## src/rtl/iowin_pkg.sv

```systemverilog
package iowin_pkg;

  // Field index inside one window's register group
  localparam int FLD_W = 2;
  localparam logic [FLD_W-1:0] FLD_START  = 2'd0;
  localparam logic [FLD_W-1:0] FLD_END    = 2'd1;
  localparam logic [FLD_W-1:0] FLD_OFFSET = 2'd2;
  localparam logic [FLD_W-1:0] FLD_CTRL   = 2'd3;

  // Control word, bit 0 upward: enable, automatic width, manual 16-bit, timing set
  typedef struct packed {
    logic tset;
    logic man16;
    logic autow;
    logic en;
  } iow_ctl_t;

  localparam int CTL_W = $bits(iow_ctl_t);

endpackage

```

## src/rtl/iowin_regs.sv

```systemverilog
module iowin_regs
  import iowin_pkg::*;
#(
  parameter int NUM_WIN = 2,
  parameter int AW      = 16,
  localparam int WSEL_W = (NUM_WIN > 1) ? $clog2(NUM_WIN) : 1,
  localparam int CFG_AW = WSEL_W + FLD_W
) (
  input  logic                         clk,
  input  logic                         rst_n,
  input  logic                         cfg_we,
  input  logic [CFG_AW-1:0]            cfg_addr,
  input  logic [AW-1:0]                cfg_wdata,
  output logic [AW-1:0]                cfg_rdata,
  output logic [NUM_WIN-1:0][AW-1:0]   start_o,
  output logic [NUM_WIN-1:0][AW-1:0]   end_o,
  output logic [NUM_WIN-1:0][AW-1:0]   off_o,
  output iow_ctl_t [NUM_WIN-1:0]       ctl_o
);

  logic [WSEL_W-1:0] sel_win;
  logic [FLD_W-1:0]  sel_fld;

  assign sel_win = cfg_addr[CFG_AW-1:FLD_W];
  assign sel_fld = cfg_addr[FLD_W-1:0];

  for (genvar w = 0; w < NUM_WIN; w++) begin : g_win
    always_ff @(posedge clk) begin
      if (!rst_n) begin
        start_o[w] <= '0;
        end_o[w]   <= '0;
        off_o[w]   <= '0;
        ctl_o[w]   <= '0;
      end else if (cfg_we && (int'(sel_win) == w)) begin
        case (sel_fld)
          FLD_START:  start_o[w] <= cfg_wdata;
          FLD_END:    end_o[w]   <= cfg_wdata;
          FLD_OFFSET: off_o[w]   <= cfg_wdata;
          default:    ctl_o[w]   <= iow_ctl_t'(cfg_wdata[CTL_W-1:0]);
        endcase
      end
    end
  end

  always_comb begin
    cfg_rdata = '0;
    if (int'(sel_win) < NUM_WIN) begin
      case (sel_fld)
        FLD_START:  cfg_rdata = start_o[sel_win];
        FLD_END:    cfg_rdata = end_o[sel_win];
        FLD_OFFSET: cfg_rdata = off_o[sel_win];
        default:    cfg_rdata = {{(AW-CTL_W){1'b0}}, ctl_o[sel_win]};
      endcase
    end
  end

endmodule

```

## src/rtl/iowin_match.sv

```systemverilog
module iowin_match
  import iowin_pkg::*;
#(
  parameter int AW = 16
) (
  input  logic [AW-1:0] addr,
  input  logic [AW-1:0] lo,
  input  logic [AW-1:0] hi,
  input  logic [AW-1:0] off,
  input  iow_ctl_t      ctl,
  input  logic          card_is16,
  output logic          hit,
  output logic [AW-1:0] xaddr,
  output logic          wide
);

  function automatic logic f_inside(input logic [AW-1:0] a,
                                    input logic [AW-1:0] s,
                                    input logic [AW-1:0] e);
    return (s <= a) && (a <= e);
  endfunction

  function automatic logic [AW-1:0] f_xlate(input logic [AW-1:0] a,
                                            input logic [AW-1:0] o);
    return a + o;
  endfunction

  function automatic logic f_width(input iow_ctl_t c, input logic is16);
    return c.autow ? is16 : c.man16;
  endfunction

  assign hit   = ctl.en && f_inside(addr, lo, hi);
  assign xaddr = f_xlate(addr, off);
  assign wide  = f_width(ctl, card_is16);

endmodule

```

## src/rtl/iowin_dec.sv

```systemverilog
module iowin_dec
  import iowin_pkg::*;
#(
  parameter int NUM_WIN = 2,
  parameter int ADDR_W  = 16,
  localparam int WSEL_W = (NUM_WIN > 1) ? $clog2(NUM_WIN) : 1,
  localparam int CFG_AW = WSEL_W + FLD_W
) (
  input  logic              clk,
  input  logic              rst_n,
  input  logic              cfg_we,
  input  logic [CFG_AW-1:0] cfg_addr,
  input  logic [ADDR_W-1:0] cfg_wdata,
  output logic [ADDR_W-1:0] cfg_rdata,
  input  logic              req_valid,
  input  logic [ADDR_W-1:0] req_addr,
  input  logic              req_write,
  input  logic              card_is16,
  output logic              res_valid,
  output logic              res_hit,
  output logic [WSEL_W-1:0] res_win,
  output logic [ADDR_W-1:0] res_card_addr,
  output logic              res_wide,
  output logic              res_tset,
  output logic              res_write
);

  logic [NUM_WIN-1:0][ADDR_W-1:0] win_start;
  logic [NUM_WIN-1:0][ADDR_W-1:0] win_end;
  logic [NUM_WIN-1:0][ADDR_W-1:0] win_off;
  iow_ctl_t [NUM_WIN-1:0]         win_ctl;

  // Named per-window events for the checker
  logic [NUM_WIN-1:0]             match_vec;
  logic [NUM_WIN-1:0]             grant_vec;
  logic [NUM_WIN-1:0][ADDR_W-1:0] xaddr_vec;
  logic [NUM_WIN-1:0]             wide_vec;
  logic [WSEL_W-1:0]              sel_idx;
  logic                           any_match;
  logic                           take_hit;

  iowin_regs #(.NUM_WIN(NUM_WIN), .AW(ADDR_W)) u_regs (
    .clk       (clk),
    .rst_n     (rst_n),
    .cfg_we    (cfg_we),
    .cfg_addr  (cfg_addr),
    .cfg_wdata (cfg_wdata),
    .cfg_rdata (cfg_rdata),
    .start_o   (win_start),
    .end_o     (win_end),
    .off_o     (win_off),
    .ctl_o     (win_ctl)
  );

  for (genvar w = 0; w < NUM_WIN; w++) begin : g_match
    iowin_match #(.AW(ADDR_W)) u_match (
      .addr      (req_addr),
      .lo        (win_start[w]),
      .hi        (win_end[w]),
      .off       (win_off[w]),
      .ctl       (win_ctl[w]),
      .card_is16 (card_is16),
      .hit       (match_vec[w]),
      .xaddr     (xaddr_vec[w]),
      .wide      (wide_vec[w])
    );
  end

  // Lowest-numbered matching window wins
  always_comb begin
    grant_vec = '0;
    sel_idx   = '0;
    any_match = 1'b0;
    for (int i = 0; i < NUM_WIN; i++) begin
      if (match_vec[i] && !any_match) begin
        grant_vec[i] = 1'b1;
        sel_idx      = i[WSEL_W-1:0];
        any_match    = 1'b1;
      end
    end
  end

  assign take_hit = req_valid && any_match;

  always_ff @(posedge clk) begin
    if (!rst_n) begin
      res_valid     <= 1'b0;
      res_hit       <= 1'b0;
      res_win       <= '0;
      res_card_addr <= '0;
      res_wide      <= 1'b0;
      res_tset      <= 1'b0;
      res_write     <= 1'b0;
    end else begin
      res_valid     <= req_valid;
      res_hit       <= take_hit;
      res_win       <= take_hit ? sel_idx : '0;
      res_card_addr <= take_hit ? xaddr_vec[sel_idx] : '0;
      res_wide      <= take_hit && wide_vec[sel_idx];
      res_tset      <= take_hit && win_ctl[sel_idx].tset;
      res_write     <= req_valid && req_write;
    end
  end

endmodule

```

## config.mk

```make
export PLATFORM = sky130hd
export DESIGN_NAME = iowin_dec
export DESIGN_NICKNAME = d
export VERILOG_FILES = /design/src/rtl/iowin_pkg.sv /design/src/rtl/iowin_regs.sv /design/src/rtl/iowin_match.sv /design/src/rtl/iowin_dec.sv
export SDC_FILE = /design/constraint.sdc
export NUM_CORES = 1
export LEC_CHECK = 0
export ABC_AREA = 1
export BUFFER_PORTS_ARGS = -buffer_cell sky130_fd_sc_hd__buf_2
export CAP_MARGIN = 20
export CORE_MARGIN = 2
export CORE_UTILIZATION = 56
export CTS_BUF_LIST = sky130_fd_sc_hd__clkbuf_4
export CTS_CLUSTER_DIAMETER = 100
export DETAILED_ROUTE_END_ITERATION = 16
export GPL_ROUTABILITY_DRIVEN = 0
export PLACE_DENSITY = 0.88
export SYNTH_ARGS = -nofsm -noshare
export SYNTH_HDL_FRONTEND = slang
export SYNTH_HIERARCHICAL = 1
export SYNTH_SLANG_ARGS = --single-unit
```

## constraint.sdc

```tcl
create_clock -name clk -period 3.8 [get_ports clk]
set_input_delay 0 -clock clk [delete_from_list [all_inputs] [get_ports clk]]
set_output_delay 0 -clock clk [all_outputs]
set_load 0.05 [all_outputs]
```

Yosys cells after proc, flatten, opt, wreduce, memory -nomap -nowiden

Cells that the tools add are included.

Multipliers: 0
Multiplexer cells: 20
Divide/modulo/power cells: 0
Equal/unequal tests: 2
Bitwise operators: 2
Reductions and logical operators: 23
$lt $le $gt $ge: 6
Shifts and indexed selects: 0
Add/sub/neg operators: 2

Operators by type and width:

| cell                                                                 | number |
|---|---|
| 16-bit two-way mux                                                   | 8 |
| 16-bit less-or-equal comparator                                      | 4 |
| 16-bit case mux with 3 select lines                                  | 1 |
| 16-bit adder                                                         | 2 |
| 2-bit AND reduction                                                  | 9 |
| 4-bit two-way mux                                                    | 4 |
| 1-bit logical AND                                                    | 11 |
| 1-bit two-way mux                                                    | 7 |
| 1-bit by 2-bit < comparator with 1-bit output, second input constant | 2 |
| 3-bit OR reduction                                                   | 1 |
| 2-bit by 1-bit == test with 1-bit output, second input constant      | 1 |
| 2-bit == test, second input constant                                 | 1 |
| 2-bit zero test                                                      | 1 |
| 1-bit inverter                                                       | 2 |
| 1-bit zero test                                                      | 1 |

RAM bits: 0
Output and inout port bits: 38
Bits in latches: 0
Register bits after elaboration: 126
Memories kept: 0
Bits of input ports: 41
Memory bits (read-only): 0

Logic depth before layout (Yosys ltp)

Word-level depth: 10
Gate-level depth with buffers: 20
Depth with buffers taken out: 18

Hierarchy

The synthesis kept the hierarchy.

By module, submodules not included:

| module      | instances | cells each | area each (um2) |
|---|---|---|---|
| iowin_regs  | 1         | 668        | 4643.2 |
| iowin_match | 2         | 270        | 1636.6 |
| iowin_dec   | 1         | 129        | 922.1 |

Worst setup path before layout

Ideal clock, no wire load.

Path type: reg-to-reg
Start point: register u_regs/end_o[31] (netlist name)
End point: register res_card_addr[10]
Setup slack: 1.944 ns
Buffers on the path: 1
Stages on the path, launching flop included: 14
Library setup time: 0.064 ns
Arrival time: 1.792 ns
Data required time: 3.736 ns
Period minus slack after synthesis: 1.856 ns
Cell sequence: dfxtp_1 inv_1 ha_1 nand2_1 nor3_1 nand3_1 nand2_1 nand2_1 nor2_1 inv_2 nand2_4 buf_8 nand3_1 nor2_1

Cells in the longest elaborated chain, start to end: 7

RTL lines:

| what                                                                            | line                             | text |
|---|---|---|
| from (decl)                                                                     | iowin_regs.sv:16                 | `output logic [NUM_WIN-1:0][AW-1:0] end_o,` |
| from (signal, indexed assignment)                                               | iowin_regs.sv:37                 | `FLD_END: end_o[w] <= cfg_wdata;` |
| 16-bit less-or-equal comparator *                                               | iowin_match.sv:20                | `return (s <= a) && (a <= e);` |
| 1-bit logical AND *                                                             | iowin_match.sv:20                |  |
| 1-bit logical AND *                                                             | iowin_match.sv:32                | `assign hit = ctl.en && f_inside(addr, lo, hi);` |
| named net match_vec[1]                                                          | iowin_dec.sv:34                  | `logic [NUM_WIN-1:0] match_vec;` |
| 1-bit logical AND *                                                             | iowin_dec.sv:75                  | `if (match_vec[i] && !any_match) begin` |
| 1-bit two-way mux                                                               | iowin_dec.sv:75                  |  |
| 16-bit two-way mux (implied by the code) or 1-bit logical AND (tied branches)   | iowin_dec.sv:98, iowin_dec.sv:83 |  |
| 16-bit two-way mux (implied by the code) or 2-bit AND reduction (tied branches) | -                                |  |
| to (signal assigned)                                                            | iowin_dec.sv:98                  | `res_card_addr <= take_hit ? xaddr_vec[sel_idx] : '0;` |
| to (decl)                                                                       | iowin_dec.sv:22                  | `output logic [ADDR_W-1:0] res_card_addr,` |

Mark *: on every way through the listed nets, which the timed path passes. The rest lies on a longest branch. The select of a mux whose other input is x is not followed.
A chain may end at the register's enable or synchronous reset.

Worst setup path in the final report

Start point: register u_regs/end_o[31] (netlist name)
End point: register res_card_addr[1]

Same word-level chain as after synthesis.

==> results.txt <==
----------------------------------------------------
[Synth]
  Synth Register Bits ... 126
  Post-synth ARST share ... 0%
  Synth top area share ... 28.5%
  Synth area leaders ... sky130_fd_sc_hd__dfxtp_1, sky130_fd_sc_hd__nor2_1, sky130_fd_sc_hd__ha_1
  Most used flip-flop cell after synthesis ... sky130_fd_sc_hd__dfxtp_1
  Count of different cell masters after synthesis ... 41
  Synthesized net count ... 1474
  Most frequently used cell type in the post-synthesis netlist ... sky130_fd_sc_hd__nor2_1
  Post-synthesis sequential area ratio ... 28.5%
  Synth warn ... 6
  Avg Synthesized Cell Area ... 6.61 um^2
  Number of enable-type register cells in the synthesized netlist ... 0
  Synth cell count leaders ... sky130_fd_sc_hd__nor2_1, sky130_fd_sc_hd__nand2_1, sky130_fd_sc_hd__inv_1
  Count of mapped cells out of synthesis ... 1337
  Summed instance area of the synthesized netlist ... 8840 um^2
  Cell type with the largest total area after synthesis ... sky130_fd_sc_hd__dfxtp_1

[Clocking]
  Number of hold buffers added after CTS ... 24
  Clock tree root buffer cell ... sky130_fd_sc_hd__clkbuf_4
  Max H-tree Level ... 4
  Setup fix buffers added after clock tree synthesis ... 0
  Number of sinks on the clock net ... 126
  Num CTS Buffers ... 17
  CTS clock-pin slew for the worst setup and hold paths ... 0.10 ns
  Clock Latency Late Sink ... 0.58 ns
  Buffer depth of the longest clock path ... 2
  Clock tree from TritonCTS ... done
  Number of cells upsized or downsized after cts ... 0

[Status]
  Run status ... finished clean

[Global routing]
  First-pass GRT wire length ... 38.1 mm
  Fraction of met1 tracks used by global routing ... 37.4%
  Number of antenna violations at the first check in global routing ... 1
  Number of global-route vias before repair ... 8025
  Overflow after GRT ... 0
  Met3 usage in global routing ... 5.28%
  Global routing usage summed across all routing layers ... 28.5%
  GRT Max-Usage Layer ... met2
  Largest net degree at the start of global routing ... 65
  Met2 demand-to-capacity share in global routing ... 47.0%

[Routing]
  Average routed wire per standard cell ... 14.5 um
  Total via count after detailed routing ... 8899
  Antenna Violating Nets Remaining ... 0
  Vias per std cell ... 5.42
  Initial drt markers ... 762
  Total length of routed wires ... 23.8 mm
  DRC violations left ... 0
  DR pass1 iterations ... 7

[STA]
  Final Hold Vio Count ... 0
  Unrepaired setup endpoints after global routing ... no
  Number of max-slew violations in the final report ... 0
  Period utilisation layout ... 59.4%
  Setup tns final ... 0 ns
  Highest achievable clock rate ... 443 MHz
  Final setup violation count ... 0
  Worst slew margin relative to its limit ... 36.0%
  Slew at the pin closest to its max-slew limit ... 0.961 ns
  Worst setup skew after layout ... 0.0231 ns
  Minimum clock period ... 2.26 ns

[Min path]
  Number of cells on the worst hold path ... 4
  Source of the worst hold timing path ... req_addr[1]
  Worst hold path class ... primary input to register
  Endpoint, Worst Hold ... res_card_addr[1]

[Worst setup path]
  Crit Reg-Reg Endpoint ... res_card_addr[1]
  Crit path capture type ... register
  Reg-to-reg setup timing slack ... 1.54 ns
  Sequence of cells on the critical path ... inv_1 > ha_1 > nand2_1 > nor3_1 > nand3_1 > nand2_1 > nand2_1 > nor2_1 > inv_2 > nand2_4 > nand3_1 > nor2_1
  Worst reg2reg path startpoint ... u_regs/end_o[31]
  Crit-path max cell delay ... 0.39 ns
  Crit-path leading delay family ... simple AND/OR/NAND/NOR gates
  Maximum fanout count along the critical path ... 18
  Critical path data required time ... 4.30 ns
  CP Data Arrival Time ... 2.76 ns
  Number of buffer and inverter instances along the worst setup path ... 2
  Startpoint kind of the worst setup timing path ... register
  Depth of the worst register-to-register path ... 12
  Slowest library cell on the worst path ... sky130_fd_sc_hd__nor2_1
  Crit path top cell by count ... sky130_fd_sc_hd__nand2_1
  Kind of critical path ... register to register

[Floorplanning]
  Core region area ... 15300 um^2
  Vertical die dimension ... 130 um
  Starting density of the core ... 57.7%
  Number of ports placed on the die boundary ... 79
  Die Span X ... 130 um
  Number of placement rows ... 45
  Area of the die ... 16800 um^2

[Pwr]
  Pwr Density ... 295 nW/um^2
  Leakage power ... 4.87 nW
  Worst vdd rail ir drop ... 0.159 mV

[Layout]
  Filler instances ... 1437
  Relative area change from synthesis to final layout ... 9.77%
  Layout cell share with drive strength beyond 1 ... 11.3%
  Total number of nets in the final design ... 1557
  FF+latch area ... 2520 um^2
  Area of all placed cells without fillers ... 9700 um^2
  Multi-input combinational cell area ... 5390 um^2

[Placed design]
  Port bufs ... 78
  HPWL reported at the end of detailed placement ... 17.7 mm
  Standard cell area after detailed placement ... 9240 um^2

[Job]
  MaxCap Viol Count ... 0

----------------------------------------------------
cell families (layout without fill, tap and decap cells):
family	count (synthesis)	after routing	synth area share [%]
other	0	1	0
and+or+nand+nor	662	662	31.1
DFF	126	126	28.5
muxes	2	2	0.255
xor gates and xnor gates	22	22	2.18
AOI/OAI and AO/OA	219	219	13.6
buffers and inverters	210	304	10.5
adders and majority gates	96	96	13.8
cells in the final DEF (no fill, tap or decap), drive strengths merged, types with 20 or more instances in the layout:
cell	Yosys	layout
dfxtp	126	126
buf	18	82
ha	94	94
nand2	240	240
xor2	20	20
a21oi	58	58
dlygate4sd3	0	24
o21ai	135	135
inv	166	166
nor2	328	328
nand3	62	62
worst max-delay path by stage:
stage	depth (start not counted)	startpoint	slack (ns)	to
floorplan	13	u_regs/end_o[31]	1.94	res_card_addr[10]
global placement	13	u_regs/end_o[11]	1.66	res_card_addr[3]
CTS	13	u_regs/end_o[11]	1.55	res_card_addr[1]
global route	13	u_regs/end_o[15]	1.27	res_card_addr[1]
finish	12	u_regs/end_o[31]	1.54	res_card_addr[1]
detailed placement	13	u_regs/end_o[9]	1.57	res_card_addr[1]
power by group:
part	leakage [nW]	internal (mW)	switching (mW)	total (mW)
Sequential	1.02	1.36	0.0327	1.39
Clock	0.128	0.316	0.488	0.804
Combinational	3.72	0.224	0.443	0.668
Total	4.87	1.90	0.964	2.87
state kept, by name (all words and copies together) (netlist names):
name / count
res_card_addr: 16
res_hit: 1
res_tset: 1
res_valid: 1
res_wide: 1
res_win: 1
res_write: 1
u_regs/ctl_o: 8
u_regs/end_o: 32
u_regs/off_o: 32
u_regs/start_o: 32
stage by stage:
step	power [mW]	worst slack (ns)	instances	utilization [%]	hold WS, ns
after global routing	3.01	1.27	1643	63.3	0.118
after floorplan	1.88	1.94	1337	-	0.112
after detailed placement	2.06	1.57	1588	60.3	0.225
after global placement	2.04	1.66	1588	60.3	0.223
final	2.87	1.54	1643	63.3	0.103
after CTS	2.86	1.55	1642	63.3	0.0601
area by class of cell:
| type | count | share of cell area [%] |
|---|---|---|
| flip-flops and latches | 126 | 26.0 |
| clock inverters | 11 | 0.800 |
| well taps | 211 | 2.72 |
| repair buffers | 106 | 6.81 |
| diodes | 1 | 0.0258 |
| clock buffers | 19 | 1.47 |
| inverters | 168 | 6.67 |
| multi-input cells | 1001 | 55.5 |
per-layer routing:
| layer | vias to the layer above | share of wire (%) |
|---|---|---|
| li1 | 4427 | - |
| met4 | 0 | 2.5 |
| met2 | 375 | 46 |
| met5 | - | 0 |
| met1 | 4043 | 43 |
| met3 | 54 | 8.0 |
worst reg2reg max path, delay by kind of cell, from the launching register on:
kind | cells | cell delay, ns
buffers and inverters | 2 | 0.15
adders and majority gates | 1 | 0.30
and+or+nand+nor | 9 | 1.38
DFF | 1 | 0.36
(Power assumes the default switching activity.)
